$ cat config.mk
export PLATFORM = sky130hd
export DESIGN_NAME = hsk_xfer_engine
export DESIGN_NICKNAME = d
export VERILOG_FILES = /design/src/rtl/hsk_pkg.sv /design/src/rtl/hsk_byte_ram.sv /design/src/rtl/hsk_irq_delay.sv /design/src/rtl/hsk_xfer_engine.sv
export SDC_FILE = /design/constraint.sdc
export NUM_CORES = 1
export LEC_CHECK = 0
export BUFFER_PORTS_ARGS = -buffer_cell sky130_fd_sc_hd__buf_4
export CAP_MARGIN = 20
export CORE_MARGIN = 10
export CORE_UTILIZATION = 45
export CTS_BUF_LIST = sky130_fd_sc_hd__clkbuf_16
export DETAILED_ROUTE_END_ITERATION = 10
export PLACE_DENSITY = 0.7
export SYNTH_ARGS = -nofsm -noshare
export SYNTH_HDL_FRONTEND = slang
export SYNTH_SLANG_ARGS = --single-unit
$ cat constraint.sdc
create_clock -name clk -period 7.5 [get_ports clk]
set_clock_uncertainty 0.15 [all_clocks]
set_input_delay 0.375 -clock clk [delete_from_list [all_inputs] [get_ports clk]]
set_output_delay 0.375 -clock clk [all_outputs]
set_load 0.01 [all_outputs]
$ cat src/rtl/hsk_pkg.sv
package hsk_pkg;
  typedef logic [7:0] hsk_byte_t;

  function automatic int unsigned hsk_cw(input int unsigned n);
    return (n > 1) ? $clog2(n) : 1;
  endfunction
endpackage

$ cat src/rtl/hsk_byte_ram.sv
module hsk_byte_ram
  import hsk_pkg::*;
#(
  parameter int DEPTH = 16,
  localparam int AW = hsk_cw(DEPTH)
) (
  input  logic          clk,
  input  logic          we,
  input  logic [AW-1:0] waddr,
  input  hsk_byte_t     wdata,
  input  logic [AW-1:0] raddr,
  output hsk_byte_t     rdata
);
  hsk_byte_t mem [DEPTH];

  // read-first synchronous port, block RAM friendly
  always_ff @(posedge clk) begin
    if (we) mem[waddr] <= wdata;
    rdata <= mem[raddr];
  end
endmodule

$ cat src/rtl/hsk_irq_delay.sv
module hsk_irq_delay
  import hsk_pkg::*;
#(
  parameter int DELAY = 2000,
  localparam int CW = hsk_cw(DELAY)
) (
  input  logic clk,
  input  logic rst,
  input  logic trig,
  output logic irq
);
  logic [CW-1:0] cnt;
  logic          pend;

  always_ff @(posedge clk) begin
    if (rst) begin
      cnt  <= '0;
      pend <= 1'b0;
      irq  <= 1'b0;
    end else begin
      irq <= 1'b0;
      if (trig) begin
        cnt  <= CW'(DELAY - 1);
        pend <= 1'b1;
      end else if (pend) begin
        if (cnt == '0) begin
          irq  <= 1'b1;
          pend <= 1'b0;
        end else begin
          cnt <= cnt - 1'b1;
        end
      end
    end
  end

  // a pulse only ends a running delay, and leaves nothing pending
  p_irq_from_pend_r9: assert property (@(posedge clk) disable iff (rst)
    irq |-> $past(pend));
  p_irq_no_pend_r9: assert property (@(posedge clk) disable iff (rst)
    irq |-> !pend);
endmodule

$ cat src/rtl/hsk_xfer_engine.sv
module hsk_xfer_engine
  import hsk_pkg::*;
#(
  parameter int DEPTH     = 16,
  parameter int IRQ_DELAY = 2000,
  localparam int AW = hsk_cw(DEPTH),
  localparam int LW = AW + 1
) (
  input  logic          clk,
  input  logic          rst,
  input  logic          tip_n,
  input  logic          tack_n,
  input  logic          dir_to_dev,
  input  logic [7:0]    sr_in,
  output logic [7:0]    sr_out,
  output logic          treq_n,
  output logic          irq,
  output logic          pkt_done,
  output logic [LW-1:0] pkt_len,
  input  logic [AW-1:0] pkt_rd_idx,
  output logic [7:0]    pkt_rd_byte,
  input  logic          rsp_wr_en,
  input  logic [AW-1:0] rsp_wr_idx,
  input  logic [7:0]    rsp_wr_byte,
  input  logic          rsp_commit,
  input  logic [LW-1:0] rsp_len,
  output logic          poll_block
);
  localparam logic [LW-1:0] DEPTH_L = LW'(DEPTH);

  logic          tip_q, tack_q;
  logic [LW-1:0] out_idx, out_idx_nxt;
  logic [LW-1:0] rsp_len_q, rsp_idx, rsp_idx_nxt;
  hsk_byte_t     rsp_rd;

  logic active, pair_chg, rsp_avail;
  logic cap_evt, ld_evt, sync_evt, end_evt, trig;

  always_comb begin
    active    = !tip_n;
    pair_chg  = (tip_n != tip_q) || (tack_n != tack_q);
    rsp_avail = rsp_idx < rsp_len_q;
    cap_evt   = active && dir_to_dev && pair_chg && (out_idx < DEPTH_L);
    ld_evt    = active && !dir_to_dev && pair_chg && rsp_avail && !rsp_commit;
    sync_evt  = !active && tip_q && (tack_n != tack_q);
    end_evt   = !active && !tip_q;
    trig      = cap_evt || ld_evt || sync_evt || end_evt || rsp_commit;

    if (end_evt)      out_idx_nxt = '0;
    else if (cap_evt) out_idx_nxt = out_idx + 1'b1;
    else              out_idx_nxt = out_idx;

    if (rsp_commit)   rsp_idx_nxt = '0;
    else if (ld_evt)  rsp_idx_nxt = rsp_idx + 1'b1;
    else              rsp_idx_nxt = rsp_idx;
  end

  hsk_byte_ram #(.DEPTH(DEPTH)) u_pkt_ram (
    .clk   (clk),
    .we    (cap_evt),
    .waddr (out_idx[AW-1:0]),
    .wdata (sr_in),
    .raddr (pkt_rd_idx),
    .rdata (pkt_rd_byte)
  );

  // addressed by the next read index so the byte is ready at the event
  hsk_byte_ram #(.DEPTH(DEPTH)) u_rsp_ram (
    .clk   (clk),
    .we    (rsp_wr_en),
    .waddr (rsp_wr_idx),
    .wdata (rsp_wr_byte),
    .raddr (rsp_idx_nxt[AW-1:0]),
    .rdata (rsp_rd)
  );

  hsk_irq_delay #(.DELAY(IRQ_DELAY)) u_irq (
    .clk  (clk),
    .rst  (rst),
    .trig (trig),
    .irq  (irq)
  );

  always_ff @(posedge clk) begin
    if (rst) begin
      tip_q      <= 1'b1;
      tack_q     <= 1'b1;
      out_idx    <= '0;
      rsp_idx    <= '0;
      rsp_len_q  <= '0;
      treq_n     <= 1'b1;
      sr_out     <= '0;
      pkt_done   <= 1'b0;
      pkt_len    <= '0;
      poll_block <= 1'b0;
    end else begin
      tip_q    <= tip_n;
      tack_q   <= tack_n;
      pkt_done <= 1'b0;
      out_idx  <= out_idx_nxt;
      rsp_idx  <= rsp_idx_nxt;
      if (rsp_commit) rsp_len_q <= rsp_len;
      if (cap_evt && out_idx == '0) poll_block <= 1'b1;
      if (ld_evt) begin
        sr_out <= rsp_rd;
        if ((rsp_idx + 1'b1) >= rsp_len_q) begin
          treq_n     <= 1'b1;
          poll_block <= 1'b0;
        end
      end
      if (sync_evt) begin
        treq_n <= tack_n;
      end else if (!active) begin
        if (end_evt && out_idx != '0) begin
          pkt_done <= 1'b1;
          pkt_len  <= out_idx;
        end
        if (rsp_avail) treq_n <= 1'b0;
      end
    end
  end

  // completion only on a rising transfer line, never empty
  p_done_on_rise_r7: assert property (@(posedge clk) disable iff (rst)
    pkt_done |-> ($past(tip_n) && !$past(tip_q)));
  p_done_len_r7: assert property (@(posedge clk) disable iff (rst)
    pkt_done |-> (pkt_len != '0));
  // packet index never passes the buffer size
  p_no_overflow_r3: assert property (@(posedge clk) disable iff (rst)
    out_idx <= DEPTH_L);
  // blocking starts only while the host is sending
  p_block_rise_r10: assert property (@(posedge clk) disable iff (rst)
    $rose(poll_block) |-> $past(!tip_n && dir_to_dev));
  // request is asserted only while the transfer line is idle
  p_treq_fall_r8: assert property (@(posedge clk) disable iff (rst)
    $fell(treq_n) |-> $past(tip_n));
  // response byte moves only during a host read
  p_sr_move_r4: assert property (@(posedge clk) disable iff (rst)
    !$stable(sr_out) |-> $past(!tip_n && !dir_to_dev));
endmodule

## Yosys cells after proc, flatten, opt, wreduce, memory -nomap -nowiden

Memory sizes are Yosys's and may differ from the RTL's. A register that Yosys moved wholly into a read port is not among the register bits.
Cells that the tools add are included.

| storage, ports and cells | value |
|---|---|
| flip-flop bits (word level) | 46 |
| memory bits (writable) | 256 |
| output and inout port bits | 25 |
| word-level logic and storage cells | 85 |
| memories | 2 |

Memory list:

| name | words | width | read ports | clocked after Yosys merged registers in | wr ports | line | text |
|---|---|---|---|---|---|---|---|
| u_pkt_ram.mem | 16 | 8 | 1 | 1 | 1 | hsk_byte_ram.sv:14 | `hsk_byte_t mem [DEPTH];` |
| u_rsp_ram.mem | 16 | 8 | 1 | 1 | 1 | hsk_byte_ram.sv:14 |  |

| cells by class | value |
|---|---|
| add/subtract/negate cells | 3 |
| order comparisons | 3 |
| eq/ne operators | 3 |
| mux-type cells | 22 |
| bitwise operators | 4 |
| reductions and logical operators | 33 |

Operators by type and width:

| operator | number |
|---|---|
| 11-bit two-way mux | 3 |
| 1-bit two-way mux | 17 |
| 1-bit logical AND | 12 |
| 11-bit logical NOT | 1 |
| 11-bit by 1-bit subtractor with 11-bit output (second input constant) | 1 |
| 5-bit by 1-bit adder with 5-bit output (second input constant) | 2 |
| 4-bit two-way mux | 2 |
| 2-bit OR reduction | 3 |
| 3-bit OR reduction | 2 |
| 5-bit >= comparator | 1 |
| 5-bit logical NOT | 1 |
| 1-bit logical OR | 5 |
| 5-bit < comparator | 1 |
| 5-bit < comparator (second input constant) | 1 |
| 5-bit nonzero test | 1 |
| 1-bit logical NOT | 4 |
| 1-bit NOT | 4 |
| 2-bit AND reduction | 2 |
| 3-bit AND reduction | 1 |
| 1-bit inequality test | 2 |
| 2-bit inequality test (second input constant) | 1 |
| 2-bit nonzero test | 1 |

## Logic depth before layout (Yosys ltp)

Gate-level depths: netlist of run 1.

| depth | value |
|---|---|
| depth after elaboration | 11 |
| depth in mapped cells | 12 |
| depth with buffers taken out | 10 |

## Cells and area by module

A second synthesis of run 1 with hierarchy kept.

| unflattened totals | value |
|---|---|
| cells, all modules | 694 |
| area, all modules | 12560.8 um^2 |

By module, submodules not included:

| module | instances | cells an instance | area each (um^2) | seq. area each (um^2) |
|---|---|---|---|---|
| hsk_byte_ram | 2 | 229 | 5147.4 | 4003.8 |
| hsk_xfer_engine | 1 | 165 | 1622.8 | 660.6 |
| hsk_irq_delay | 1 | 71 | 643.1 | 260.2 |

## Worst setup path after synthesis of run 1

OpenSTA, ideal clock, no wires.

| path | value |
|---|---|
| path kind | reg2reg |
| from | register rsp_idx[1] |
| to | register u_rsp_ram.rdata[6], read port of u_rsp_ram.mem |
| library setup time | 122 ps |
| arrival | 2822 ps |
| slack | 4406 ps |
| cell stages (with the launch flop) | 11 |
| path buffers | 1 |
| period minus slack after synthesis | 3094 ps |
| cell sequence | dfxtp_1 ha_1 nor2b_1 o31ai_2 nand3_1 buf_4 mux2i_4 mux2_1 a222oi_1 nor3_1 a311o_1 |

| between the ends | value |
|---|---|
| word-level cells in the longest chain between the ends | 5 |

Ends and longest elaborated chain:

| what | line | text |
|---|---|---|
| start, declared | hsk_xfer_engine.sv:33 | `logic [LW-1:0] rsp_len_q, rsp_idx, rsp_idx_nxt;` |
| start signal, assigned | hsk_xfer_engine.sv:101 | `rsp_idx <= rsp_idx_nxt;` |
| 5-bit < comparator | hsk_xfer_engine.sv:42 | `rsp_avail = rsp_idx < rsp_len_q;` |
| 1-bit logical AND (2 in a row) | hsk_xfer_engine.sv:44 | `ld_evt = active && !dir_to_dev && pair_chg && rsp_avail && !rsp_commit;` |
| 4-bit two-way mux (*) | hsk_xfer_engine.sv:54 | `else if (ld_evt) rsp_idx_nxt = rsp_idx + 1'b1;` |
| 4-bit two-way mux (*) | hsk_xfer_engine.sv:53 | `if (rsp_commit) rsp_idx_nxt = '0;` |
| end, declared | hsk_byte_ram.sv:12 | `output hsk_byte_t rdata` |

Every way passes the cells marked *; elsewhere a longest branch is shown, timed or not.
A chain may end at the register's enable or synchronous reset.

## Worst setup path after layout of run 1

Ends and elaborated chain as after synthesis.

==> results.md, run 1 <==
* Via count at 6,776
* Hold Violations, Final at 0
* Largest cells by area after synthesis: edfxtp_1, dfxtp_1, mux4_2, mux2i_1, a221oi_1
* Ratio of cells with drive above 1 in the final layout at 0.204
* Post-Route Setup TNS at 0 ns
* # DRC at 0
* Die height at 186 um
* Worst hold path type: in -> reg
* CP max FO at 36
* CP max stage delay at 0.64 ns
* Clock root cell: clkbuf_16
* Crit Reg-Reg Startpoint: rsp_idx[1]$_SDFF_PP0_
* Starting Density at 0.460
* YS warnings at 0
* Total gr overflow at 0
* Final setup vio count at 0
* WL met2 at 12.2 mm
* Number of synthesized flops with an enable pin at 256
* Largest family of logic cells by synthesized area: multiplexers
* Register area share after synthesis at 0.716
* CP Cell Sequence: ha_1 > nor2b_1 > o31ai_2 > nand3_1 > mux2i_4 > buf_4 > mux2_1 > a222oi_1 > nor3_1 > a311o_1
* Slew @ Worst Pin at 1.07 ns
* Row count at 60
* Max Buffers Root-to-Sink at 3
* Port Buffers at 60
* Global-route wire length before repair at 39.5 mm
* Total Power at 3.63 mW
* XOR/XNOR Fraction of Synth Area at 0.0127
* Synth Area in Simple Gates at 0.0571
* Clock slew seen by the registers of the worst setup and hold paths at 0.06 ns
* Fin nets at 887
* Die W at 186 um
* Syn Area/Cell at 16.8 um2
* Initial antenna violation count at 0
* Vias in the first global route at 6,759
* CP Class: reg -> reg
* CTS Sinks at 318
* Crit path to: u_rsp_ram.rdata[6]$_DFF_P_
* Dpl cells at 1,148
* Adder-cell share of the synthesized area at 0.0191
* Cells after Synth at 743
* Number of max-cap violations at 0
* CTS tree: built
* Post-DP HPWL at 15.9 mm
* Core area at 27,100 um2
* CTS H-tree lvls at 1
* CP arrival at 4.46 ns
* Syn_nets at 798
* Post-synthesis register bit count at 318
* RR Endpoint: u_rsp_ram.rdata[6]$_DFF_P_
* Reg2reg path depth at 10
* Post-synth top area cell: edfxtp_1
* Post-synth ARST share at 0
* Worst Setup End Kind: register
* Initial DRC Count at 518
* Slowest stage cell, crit path: nand3_1
* Wl on met1 at 10.8 mm
* Post-CTS setup buffers at 0
* DIE AREA at 34,700 um2
* Total Routing Usage GR at 0.142
* Mapped Area at 12,500 um2
* Max frequency at 239 MHz
* Initial DRT Pass Iterations at 5
* Slew headroom at 0.282
* Register-to-register setup slack at 3.32 ns
* TritonCTS Buffers at 31
* Io pins at 61
* Routed Antenna Nets at 0
* Status: complete, no violations
* Worst setup startpoint: rsp_idx[1]$_SDFF_PP0_
* Final worst-path cycle share at 0.557
* Leak at 5.05 nW
* Number of library cell types mapped by synthesis at 58
* RSZ-0062 raised after global routing: false
* Via density at 5.52
* Metal3 WL at 1.33 mm
* WL final at 25.2 mm
* Share of the synthesized area in the top cell type at 0.617
* Non-Filler Instances at 1,227
* Clock latency on the worst-skew pair at 0.55 ns
* Area added between synthesis and finish at 16.5%
* Largest net degree at the start of global routing at 46
* Ys flop type: edfxtp_1
* Peak VDD IR at 0.000235 V
* Synth Area in Compound Gates at 0.0595
* Power Density at 250 nW/um2
* Final Critical Period at 4.18 ns
* RePlAce Congestion at 0.770
* Mux contribution to synthesized area at 0.117
* WL/cell at 20.5 um
* Startpoint types: register
* Number of diodes at 0
* Worst EP required at 7.79 ns
* Top Metal Used: met4
* Slew Limit Fails at 0
sequential cells by signal (all words and copies together), names as in the netlist:
signal,count
u_pkt_ram.rdata,8
u_irq.pend,1
u_irq.cnt,11
poll_block,1
u_rsp_ram.rdata,8
pkt_done,1
tack_q,1
treq_n,1
u_rsp_ram.mem,128
tip_q,1
pkt_len,5
rsp_len_q,5
out_idx,5
u_pkt_ram.mem,128
rsp_idx,5
u_irq.irq,1
sr_out,8
critical path: cells and delay by family (launching register included):
family / cells / cell delay [ns]
multiplexers: 2 / 0.69
buffers and inverters: 1 / 0.49
AND/OR/NAND/NOR: 3 / 0.86
AO/OA/AOI/OAI: 3 / 1.12
flip-flops: 1 / 0.46
adder cells (fa/ha/maj): 1 / 0.28
layer usage:
layer / track usage / vias to the layer above
met5: 0 / -
met4: 0.0519 / 0
met3: 0.0246 / 48
met2: 0.231 / 211
met1: 0.186 / 3400
li1: - / 3117
what timing repair did:
action,in CTS,in global routing
resized for setup,0,0
endpoints found under the hold margin,248,0
hold buffers,22,0
Yosys cell counts (2+ instances only):
| cell type | instances |
|---|---|
| a21oi_1 | 16 |
| a311o_1 | 3 |
| nor2b_1 | 4 |
| mux2i_1 | 36 |
| or2_2 | 2 |
| mux2_1 | 8 |
| nand2b_1 | 8 |
| buf_6 | 3 |
| and4_1 | 2 |
| ha_1 | 19 |
| xor2_1 | 6 |
| buf_1 | 6 |
| o22a_1 | 7 |
| nand3b_1 | 3 |
| inv_1 | 14 |
| and2_1 | 2 |
| mux2_2 | 8 |
| nand2_1 | 27 |
| buf_2 | 2 |
| o21ai_1 | 7 |
| nor3_1 | 21 |
| nand4_1 | 4 |
| o21a_1 | 2 |
| nand3_1 | 11 |
| buf_4 | 2 |
| clkbuf_1 | 23 |
| a221oi_1 | 35 |
| a211oi_1 | 2 |
| mux4_2 | 40 |
| nor4_1 | 3 |
| o21ai_0 | 2 |
| dfxtp_1 | 62 |
| edfxtp_1 | 256 |
| nor2_1 | 56 |
| xnor2_1 | 12 |
| a21o_1 | 7 |
metrics by stage:
stage	worst slack, ns	hold slack [ns]	util	cell area (um2)
finish	3.32	0.0295	0.536	14500
global route	2.98	0.0311	0.536	14500
CTS	3.31	0.0201	0.535	14500
detailed placement	3.33	0.290	0.491	13300
global placement	3.42	0.274	0.491	13300
floorplan	4.41	0.264	-	12500
cells in the final DEF, fill, tap and decap left out, types with 5 or more instances in the layout:
| cell | count |
|---|---|
| mux4_2 | 40 |
| clkinv_1 | 8 |
| mux2_1 | 8 |
| dfxtp_1 | 62 |
| clkinv_2 | 5 |
| edfxtp_1 | 256 |
| inv_1 | 19 |
| o22a_1 | 7 |
| xnor2_1 | 12 |
| nand2b_1 | 8 |
| mux2_2 | 8 |
| o21ai_1 | 7 |
| a21oi_1 | 15 |
| a21o_1 | 7 |
| clkbuf_16 | 33 |
| nor3_1 | 18 |
| a221oi_1 | 35 |
| ha_1 | 19 |
| buf_4 | 70 |
| nor2_1 | 56 |
| nand2_1 | 27 |
| nand3_1 | 11 |
| mux2i_1 | 35 |
| xor2_1 | 6 |
| dlygate4sd3_1 | 22 |
logic make-up after synthesis:
| group | count (synthesis) |
|---|---|
| flops | 318 |
| mux | 93 |
| compound gates | 95 |
| xor+xnor | 18 |
| simple gates | 150 |
| fa+ha+maj | 19 |
| buf+inv | 50 |
report_power, final:
group / internal [mW] / switching, mW / leakage (nW)
combinational: 0.0851 / 0.106 / 1.73
clock: 0.858 / 0.627 / 0.504
sequential: 1.94 / 0.0149 / 2.82
total: 2.88 / 0.747 / 5.05
layout make-up:
| cell class | count | area, um2 |
|---|---|---|
| multi-input cells | 375 | 3340 |
| clock inverters | 23 | 161 |
| repair buffers | 92 | 746 |
| fillers | 2168 | 12600 |
| clock buffers | 33 | 826 |
| flip-flops and latches | 318 | 8930 |
| inverters | 14 | 52.6 |
| well taps | 372 | 465 |
how the worst min path moves through the flow:
stage / start / to / slack, ns / cells after the start
after floorplan: u_irq.pend$_SDFF_PP0_ / u_irq.irq$_SDFF_PP0_ / 0.26 / 2
after global placement: u_irq.pend$_SDFF_PP0_ / u_irq.irq$_SDFF_PP0_ / 0.27 / 2
after detailed placement: u_irq.pend$_SDFF_PP0_ / u_irq.irq$_SDFF_PP0_ / 0.29 / 2
after CTS: rsp_wr_byte[3] / u_rsp_ram.mem[0][3]$_DFFE_PP_ / 0.02 / 1
after global routing: rsp_wr_byte[3] / u_rsp_ram.mem[14][3]$_DFFE_PP_ / 0.03 / 1
final: rsp_wr_byte[3] / u_rsp_ram.mem[0][3]$_DFFE_PP_ / 0.03 / 1
(Power assumes the default switching activity.)
==> run 2, diff against run 1 <==
--- a/config.mk
+++ b/config.mk
@@ -11,7 +11,7 @@
 export CORE_UTILIZATION = 45
 export CTS_BUF_LIST = sky130_fd_sc_hd__clkbuf_16
 export DETAILED_ROUTE_END_ITERATION = 10
-export PLACE_DENSITY = 0.7
+export PLACE_DENSITY = 0.72
 export SYNTH_ARGS = -nofsm -noshare
 export SYNTH_HDL_FRONTEND = slang
 export SYNTH_SLANG_ARGS = --single-unit
==> constraint.sdc (replaced) <==
create_clock -name clk -period 3.6 [get_ports clk]
set_clock_uncertainty 0.15 [all_clocks]
set_input_delay 0.18 -clock clk [delete_from_list [all_inputs] [get_ports clk]]
set_output_delay 0.18 -clock clk [all_outputs]
set_load 0.01 [all_outputs]
==> results.md, run 2 (synthesis gave the netlist of run 1 again) <==
* Routed Antenna Nets at 0 (unchanged)
* Total gr overflow at 0 (unchanged)
* Post-Route Setup TNS at 0 ns (unchanged)
* Setup ws final at 0.274 ns (was 3.32 ns)
* Top flop regs: u_pkt_ram.mem: 128 flops, u_rsp_ram.mem: 128 flops, u_irq.cnt: 11 flops (unchanged)
* Area of the multi-input gates at 3320 um2 (was 3340 um2)
* WL/cell at 19.7 um (was 20.5 um)
* Worst EP required at 3.92 ns (was 7.79 ns)
* Starting Density at 0.460 (unchanged)
* Fin area at 14,900 um2 (was 14,500 um2)
* Startpoint types: register (unchanged)
* CTS H-tree lvls at 2 (was 1)
* Total Power at 7.81 mW (was 3.63 mW)
* Total Routing Usage GR at 0.141 (was 0.142)
* Port Buffers at 60 (unchanged)
* Number of max-cap violations at 0 (unchanged)
* Placed Area at 13,400 um2 (was 13,300 um2)
* Vias in the first global route at 7,193 (was 6,759)
* Hold Violations, Final at 0 (unchanged)
* Post-CTS setup buffers at 0 (unchanged)
* Pre-CTS WS at 0.349 ns (was 3.33 ns)
* Worst Setup End Kind: register (unchanged)
* Initial DRC Count at 470 (was 518)
* Initial antenna violation count at 1 (was 0)
* Core area at 27,100 um2 (unchanged)
* Crit Reg-Reg Startpoint: rsp_idx[1]$_SDFF_PP0_ (unchanged)
* CTS resizes at 0 (unchanged)
* Power Density at 524 nW/um2 (was 250 nW/um2)
* Worst hold path type: in -> reg (unchanged)
* Clock latency on the worst-skew pair at 0.52 ns (was 0.55 ns)
* Final Critical Period at 3.33 ns (was 4.18 ns)
* Non-Filler Instances at 1,270 (was 1,227)
* CP max FO at 22 (was 36)
* Dpl cells at 1,167 (was 1,148)
* CP arrival at 3.64 ns (was 4.46 ns)
* Most frequent cells in the layout: edfxtp_1, buf_4, dfxtp_1 (unchanged)
* WL final at 25.0 mm (was 25.2 mm)
* Most used cell, CP: buf_4
* Initial DRT Pass Iterations at 5 (unchanged)
* CP Cell Sequence: ha_1 > nor2b_1 > o31ai_2 > buf_4 > and3_1 > a311o_1 > buf_4 > a221oi_1 > o21ai_1 > a21o_1 (was ha_1 > nor2b_1 > o31ai_2 > nand3_1 > mux2i_4 > buf_4 > mux2_1 > a222oi_1 > nor3_1 > a311o_1)
* Largest net degree at the start of global routing at 46 (unchanged)
* Global-route wire length before repair at 40.0 mm (was 39.5 mm)
* Status: complete, no violations (unchanged)
* RePlAce Congestion at 0.767 (was 0.770)
* Reg2reg path depth at 10 (unchanged)
* Fin Hold WS at 0.0242 ns (was 0.0295 ns)
* Max frequency at 301 MHz (was 239 MHz)
* Slew Limit Fails at 0 (unchanged)
* Fin nets at 927 (was 887)
* Die W at 186 um (unchanged)
* Ratio of cells with drive above 1 in the final layout at 0.216 (was 0.204)
* Slew headroom at 0.346 (was 0.282)
* Final setup vio count at 0 (unchanged)
* CP max stage delay at 0.85 ns (was 0.64 ns)
* Layout fillers at 2,149 (was 2,168)
* Final worst-path cycle share at 0.924 (was 0.557)
* TritonCTS Buffers at 35 (was 31)
* Commonest non-fill, non-tap cell in the layout: edfxtp_1 (unchanged)
* DIE AREA at 34,700 um2 (unchanged)
* Sum of buffers and inverters on the critical path at 2 (was 1)
* HP Start: rsp_wr_idx[1] (was rsp_wr_byte[3])
* CP Class: reg -> reg (unchanged)
* Max Buffers Root-to-Sink at 3 (unchanged)
* Post-DP HPWL at 16.4 mm (was 15.9 mm)
* Via density at 5.44 (was 5.52)
* Clock root cell: clkbuf_16 (unchanged)
* Row count at 60 (unchanged)
* Register-to-register setup slack at 0.27 ns (was 3.32 ns)
* Io pins at 61 (unchanged)
* Slew @ Worst Pin at 0.981 ns (was 1.07 ns)
* Storage element area at 8930 um2 (unchanged)
* Finished Core Util at 0.550 (was 0.536)
* Clock slew seen by the registers of the worst setup and hold paths at 0.06 ns (about the same)
* Hold depth at 3 (was 1)
* # DRC at 0 (unchanged)
* CTS Sinks at 318 (unchanged)
* RSZ-0062 raised after global routing: false (unchanged)
* Leak at 5.25 nW (was 5.05 nW)
* CTS tree: built (unchanged)
* Peak VDD IR at 0.000417 V (was 0.000235 V)
* RR Endpoint: u_rsp_ram.rdata[4]$_DFF_P_ (was u_rsp_ram.rdata[6]$_DFF_P_)
* Area added between synthesis and finish at 19.6% (was 16.5%)
* Hold EP: u_rsp_ram.mem[0][0]$_DFFE_PP_ (was u_rsp_ram.mem[0][3]$_DFFE_PP_)
* Slowest stage cell, crit path: a311o_1 (was nand3_1)
* Hold Buf Count CTS at 40 (was 22)
* Largest delay contributor family on the critical path: compound AO/OA/AOI/OAI gates (unchanged)
* Via count at 6,909 (was 6,776)
* Die height at 186 um (unchanged)
run 2: layer usage:
layer	share of wire	track usage	vias up
li1	-	-	3204
met1	0.41	0.176	3453
met2	0.51	0.241	217
met3	0.057	0.0264	35
met4	0.019	0.0475	0
met5	0	0	-
run 2: worst max path at each step:
stage	start	to	slack, ns	cells after the start
floorplan	rsp_idx[1]$_SDFF_PP0_	u_rsp_ram.rdata[6]$_DFF_P_	0.51	10
global placement	rsp_len_q[4]$_SDFFE_PP0P_	u_rsp_ram.rdata[5]$_DFF_P_	0.41	9
detailed placement	rsp_idx[1]$_SDFF_PP0_	u_rsp_ram.rdata[4]$_DFF_P_	0.35	10
CTS	rsp_idx[1]$_SDFF_PP0_	u_rsp_ram.rdata[4]$_DFF_P_	0.33	10
global route	rsp_len_q[4]$_SDFFE_PP0P_	u_rsp_ram.rdata[7]$_DFF_P_	0.03	9
finish	rsp_idx[1]$_SDFF_PP0_	u_rsp_ram.rdata[4]$_DFF_P_	0.27	10
run 2: worst min-delay path: stages:
cell and delay, ns:
buf_4 0.11, nor3_1 0.05, buf_4 0.17
run 2: cell type report:
class / count / share of cell area
flip-flops and latches: 318 / 0.599
well taps: 372 / 0.0312
repair buffers: 128 / 0.0710
inverters: 14 / 0.00353
clock buffers: 35 / 0.0588
multi-input cells: 375 / 0.223
clock inverters: 27 / 0.0136
diodes: 1 / 0.000168
run 2: report_power, final:
part           internal (mW)  switching [mW]
Clock                   1.93            1.39
Sequential              4.04          0.0332
Combinational          0.196           0.221
==> run 3, diff against run 2 <==
--- a/config.mk
+++ b/config.mk
@@ -8,10 +8,10 @@
 export BUFFER_PORTS_ARGS = -buffer_cell sky130_fd_sc_hd__buf_4
 export CAP_MARGIN = 20
 export CORE_MARGIN = 10
-export CORE_UTILIZATION = 45
+export CORE_UTILIZATION = 50
 export CTS_BUF_LIST = sky130_fd_sc_hd__clkbuf_16
 export DETAILED_ROUTE_END_ITERATION = 10
-export PLACE_DENSITY = 0.72
+export PLACE_DENSITY = 0.78
 export SYNTH_ARGS = -nofsm -noshare
 export SYNTH_HDL_FRONTEND = slang
 export SYNTH_SLANG_ARGS = --single-unit
==> results.md, run 3 (synthesis gave the netlist of run 1 again) <==
* Status: complete, no violations (unchanged)
* Total gr overflow at 0 (unchanged)
* Clock latency on the worst-skew pair at 0.56 ns (was 0.52 ns)
* CP Class: reg -> reg (unchanged)
* Placed Area at 13,300 um2 (was 13,400 um2)
* Global-route wire length before repair at 39.5 mm (was 40.0 mm)
* CP Cell Sequence: ha_1 > nor2b_1 > o31ai_2 > buf_4 > and3_1 > mux2i_2 > buf_4 > a221oi_1 > a221oi_1 > a21o_1 (was ha_1 > nor2b_1 > o31ai_2 > buf_4 > and3_1 > a311o_1 > buf_4 > a221oi_1 > o21ai_1 > a21o_1)
* Commonest non-fill, non-tap cell in the layout: edfxtp_1 (unchanged)
* Clock slew seen by the registers of the worst setup and hold paths at 0.06 ns (about the same)
* Starting Density at 0.511 (was 0.460)
* Layout fillers at 1,760 (was 2,149)
* Worst Setup End Kind: register (unchanged)
* Total Routing Usage GR at 0.157 (was 0.141)
* Startpoint types: register (unchanged)
* Most frequent cells in the layout: edfxtp_1, buf_4, dfxtp_1 (unchanged)
* Initial antenna violation count at 0 (was 1)
* Fin nets at 922 (was 927)
* Fin area at 14,700 um2 (was 14,900 um2)
* Slew @ Worst Pin at 0.945 ns (was 0.981 ns)
* Top flop regs: u_pkt_ram.mem: 128 flops, u_rsp_ram.mem: 128 flops, u_irq.cnt: 11 flops (unchanged)
* Io pins at 61 (unchanged)
* Area of the multi-input gates at 3320 um2 (about the same)
* Via density at 5.71 (was 5.44)
* Number of max-cap violations at 0 (unchanged)
* Power Density at 506 nW/um2 (was 524 nW/um2)
* Die height at 178 um (was 186 um)
* Clock root cell: clkbuf_16 (unchanged)
* Peak VDD IR at 0.000416 V (was 0.000417 V)
* Final worst-path cycle share at 0.891 (was 0.924)
* Row count at 57 (was 60)
* Via count at 6,933 (was 6,909)
* Storage element area at 8930 um2 (unchanged)
* Worst EP required at 3.95 ns (was 3.92 ns)
* Final setup vio count at 0 (unchanged)
* Hold Violations, Final at 0 (unchanged)
* DIE AREA at 31,600 um2 (was 34,700 um2)
* Dpl cells at 1,117 (was 1,167)
* CTS Sinks at 318 (unchanged)
* Register-to-register setup slack at 0.39 ns (was 0.27 ns)
* Max frequency at 312 MHz (was 301 MHz)
* CP max stage delay at 0.47 ns (was 0.85 ns)
* Vias in the first global route at 7,092 (was 7,193)
* RePlAce Congestion at 0.801 (was 0.767)
* WL final at 24.9 mm (was 25.0 mm)
* Max Buffers Root-to-Sink at 3 (unchanged)
* Port Buffers at 60 (unchanged)
* Slowest stage cell, crit path: dfxtp_1 (was a311o_1)
* Final Critical Period at 3.21 ns (was 3.33 ns)
* Leak at 5.20 nW (was 5.25 nW)
* RSZ-0062 raised after global routing: false (unchanged)
* Slew headroom at 0.368 (was 0.346)
* Post-Route Setup TNS at 0 ns (unchanged)
* Routed Antenna Nets at 0 (unchanged)
* Largest net degree at the start of global routing at 46 (unchanged)
* TritonCTS Buffers at 31 (was 35)
* CTS H-tree lvls at 1 (was 2)
* Post-CTS setup buffers at 0 (unchanged)
* Initial DRT Pass Iterations at 5 (unchanged)
* Worst hold path type: in -> reg (unchanged)
* # DRC at 0 (unchanged)
* Initial DRC Count at 497 (was 470)
* Ratio of cells with drive above 1 in the final layout at 0.211 (was 0.216)
* WL/cell at 20.5 um (was 19.7 um)
* Slew Limit Fails at 0 (unchanged)
* Core area at 24,400 um2 (was 27,100 um2)
* Non-Filler Instances at 1,215 (was 1,270)
* Number of diodes at 0 (was 1)
* Area added between synthesis and finish at 18.0% (was 19.6%)
* Die W at 178 um (was 186 um)
* Fin Hold WS at 0.0325 ns (was 0.0242 ns)
* Post-DP HPWL at 16.1 mm (was 16.4 mm)
* CP arrival at 3.56 ns (was 3.64 ns)
* CTS tree: built (unchanged)
* CP max FO at 26 (was 22)
run 3: cell count changes in the layout (fill, tap and decap cells not counted), sizes merged:
cell,previous run,this run
clkinvlp,3,2
clkbuf,35,31
dlygate4sd3,40,41
clkinv,17,11
inv,19,26
bufinv,2,1
diode,1,0
buf,88,86
run 3: stage by stage:
stage               setup slack (ns)   util  power, mW
global route                   0.162  0.603       7.68
floorplan                      0.506      -       4.37
global placement               0.442  0.547       4.52
finish                         0.394  0.603       7.44
CTS                            0.299  0.603       7.48
detailed placement             0.373  0.547       4.53
run 3: area by class of cell:
class / instances / area share
flip-flops and latches: 318 / 0.607
multi-input cells: 375 / 0.226
repair buffers: 127 / 0.0718
clock buffers: 31 / 0.0528
well taps: 324 / 0.0276
clock inverters: 26 / 0.0110
inverters: 14 / 0.00357
run 3: what timing repair did:
item | CTS | global route
gates resized for setup | 0 | 2
hold buffers | 41 | 0
endpoints found under the hold margin | 334 | 0
setup endpoints to repair | 0 | 1
run 3: power breakdown:
| part | internal [mW] | switching, mW |
|---|---|---|
| logic | 0.197 | 0.224 |
| registers | 4.04 | 0.0317 |
| clock network | 1.64 | 1.31 |
| total | 5.88 | 1.57 |
run 3: critical path: cells and delay by family, from the launching register on:
| kind | cells | cell delay [ns] |
|---|---|---|
| AND/OR/NAND/NOR | 2 | 0.40 |
| buffers and inverters | 2 | 0.57 |
| flip-flops | 1 | 0.47 |
| adder cells (fa/ha/maj) | 1 | 0.28 |
| AO/OA/AOI/OAI | 4 | 0.85 |
| multiplexers | 1 | 0.41 |
run 3: final timing paths:
check | startpoint | to | cells past startpoint
hold / removal | dir_to_dev | rsp_idx[2]$_SDFF_PP0_ | 5
hold reg to reg | u_irq.pend$_SDFF_PP0_ | u_irq.irq$_SDFF_PP0_ | 2
setup reg to reg | rsp_idx[1]$_SDFF_PP0_ | u_rsp_ram.rdata[3]$_DFF_P_ | 10
setup / recovery | rsp_idx[1]$_SDFF_PP0_ | u_rsp_ram.rdata[3]$_DFF_P_ | 10
run 3: layer usage:
layer | GRT usage | share of wire
met1 | 0.196 | 0.41
met2 | 0.279 | 0.52
met3 | 0.0266 | 0.050
met4 | 0.0354 | 0.017
met5 | 0 | 0
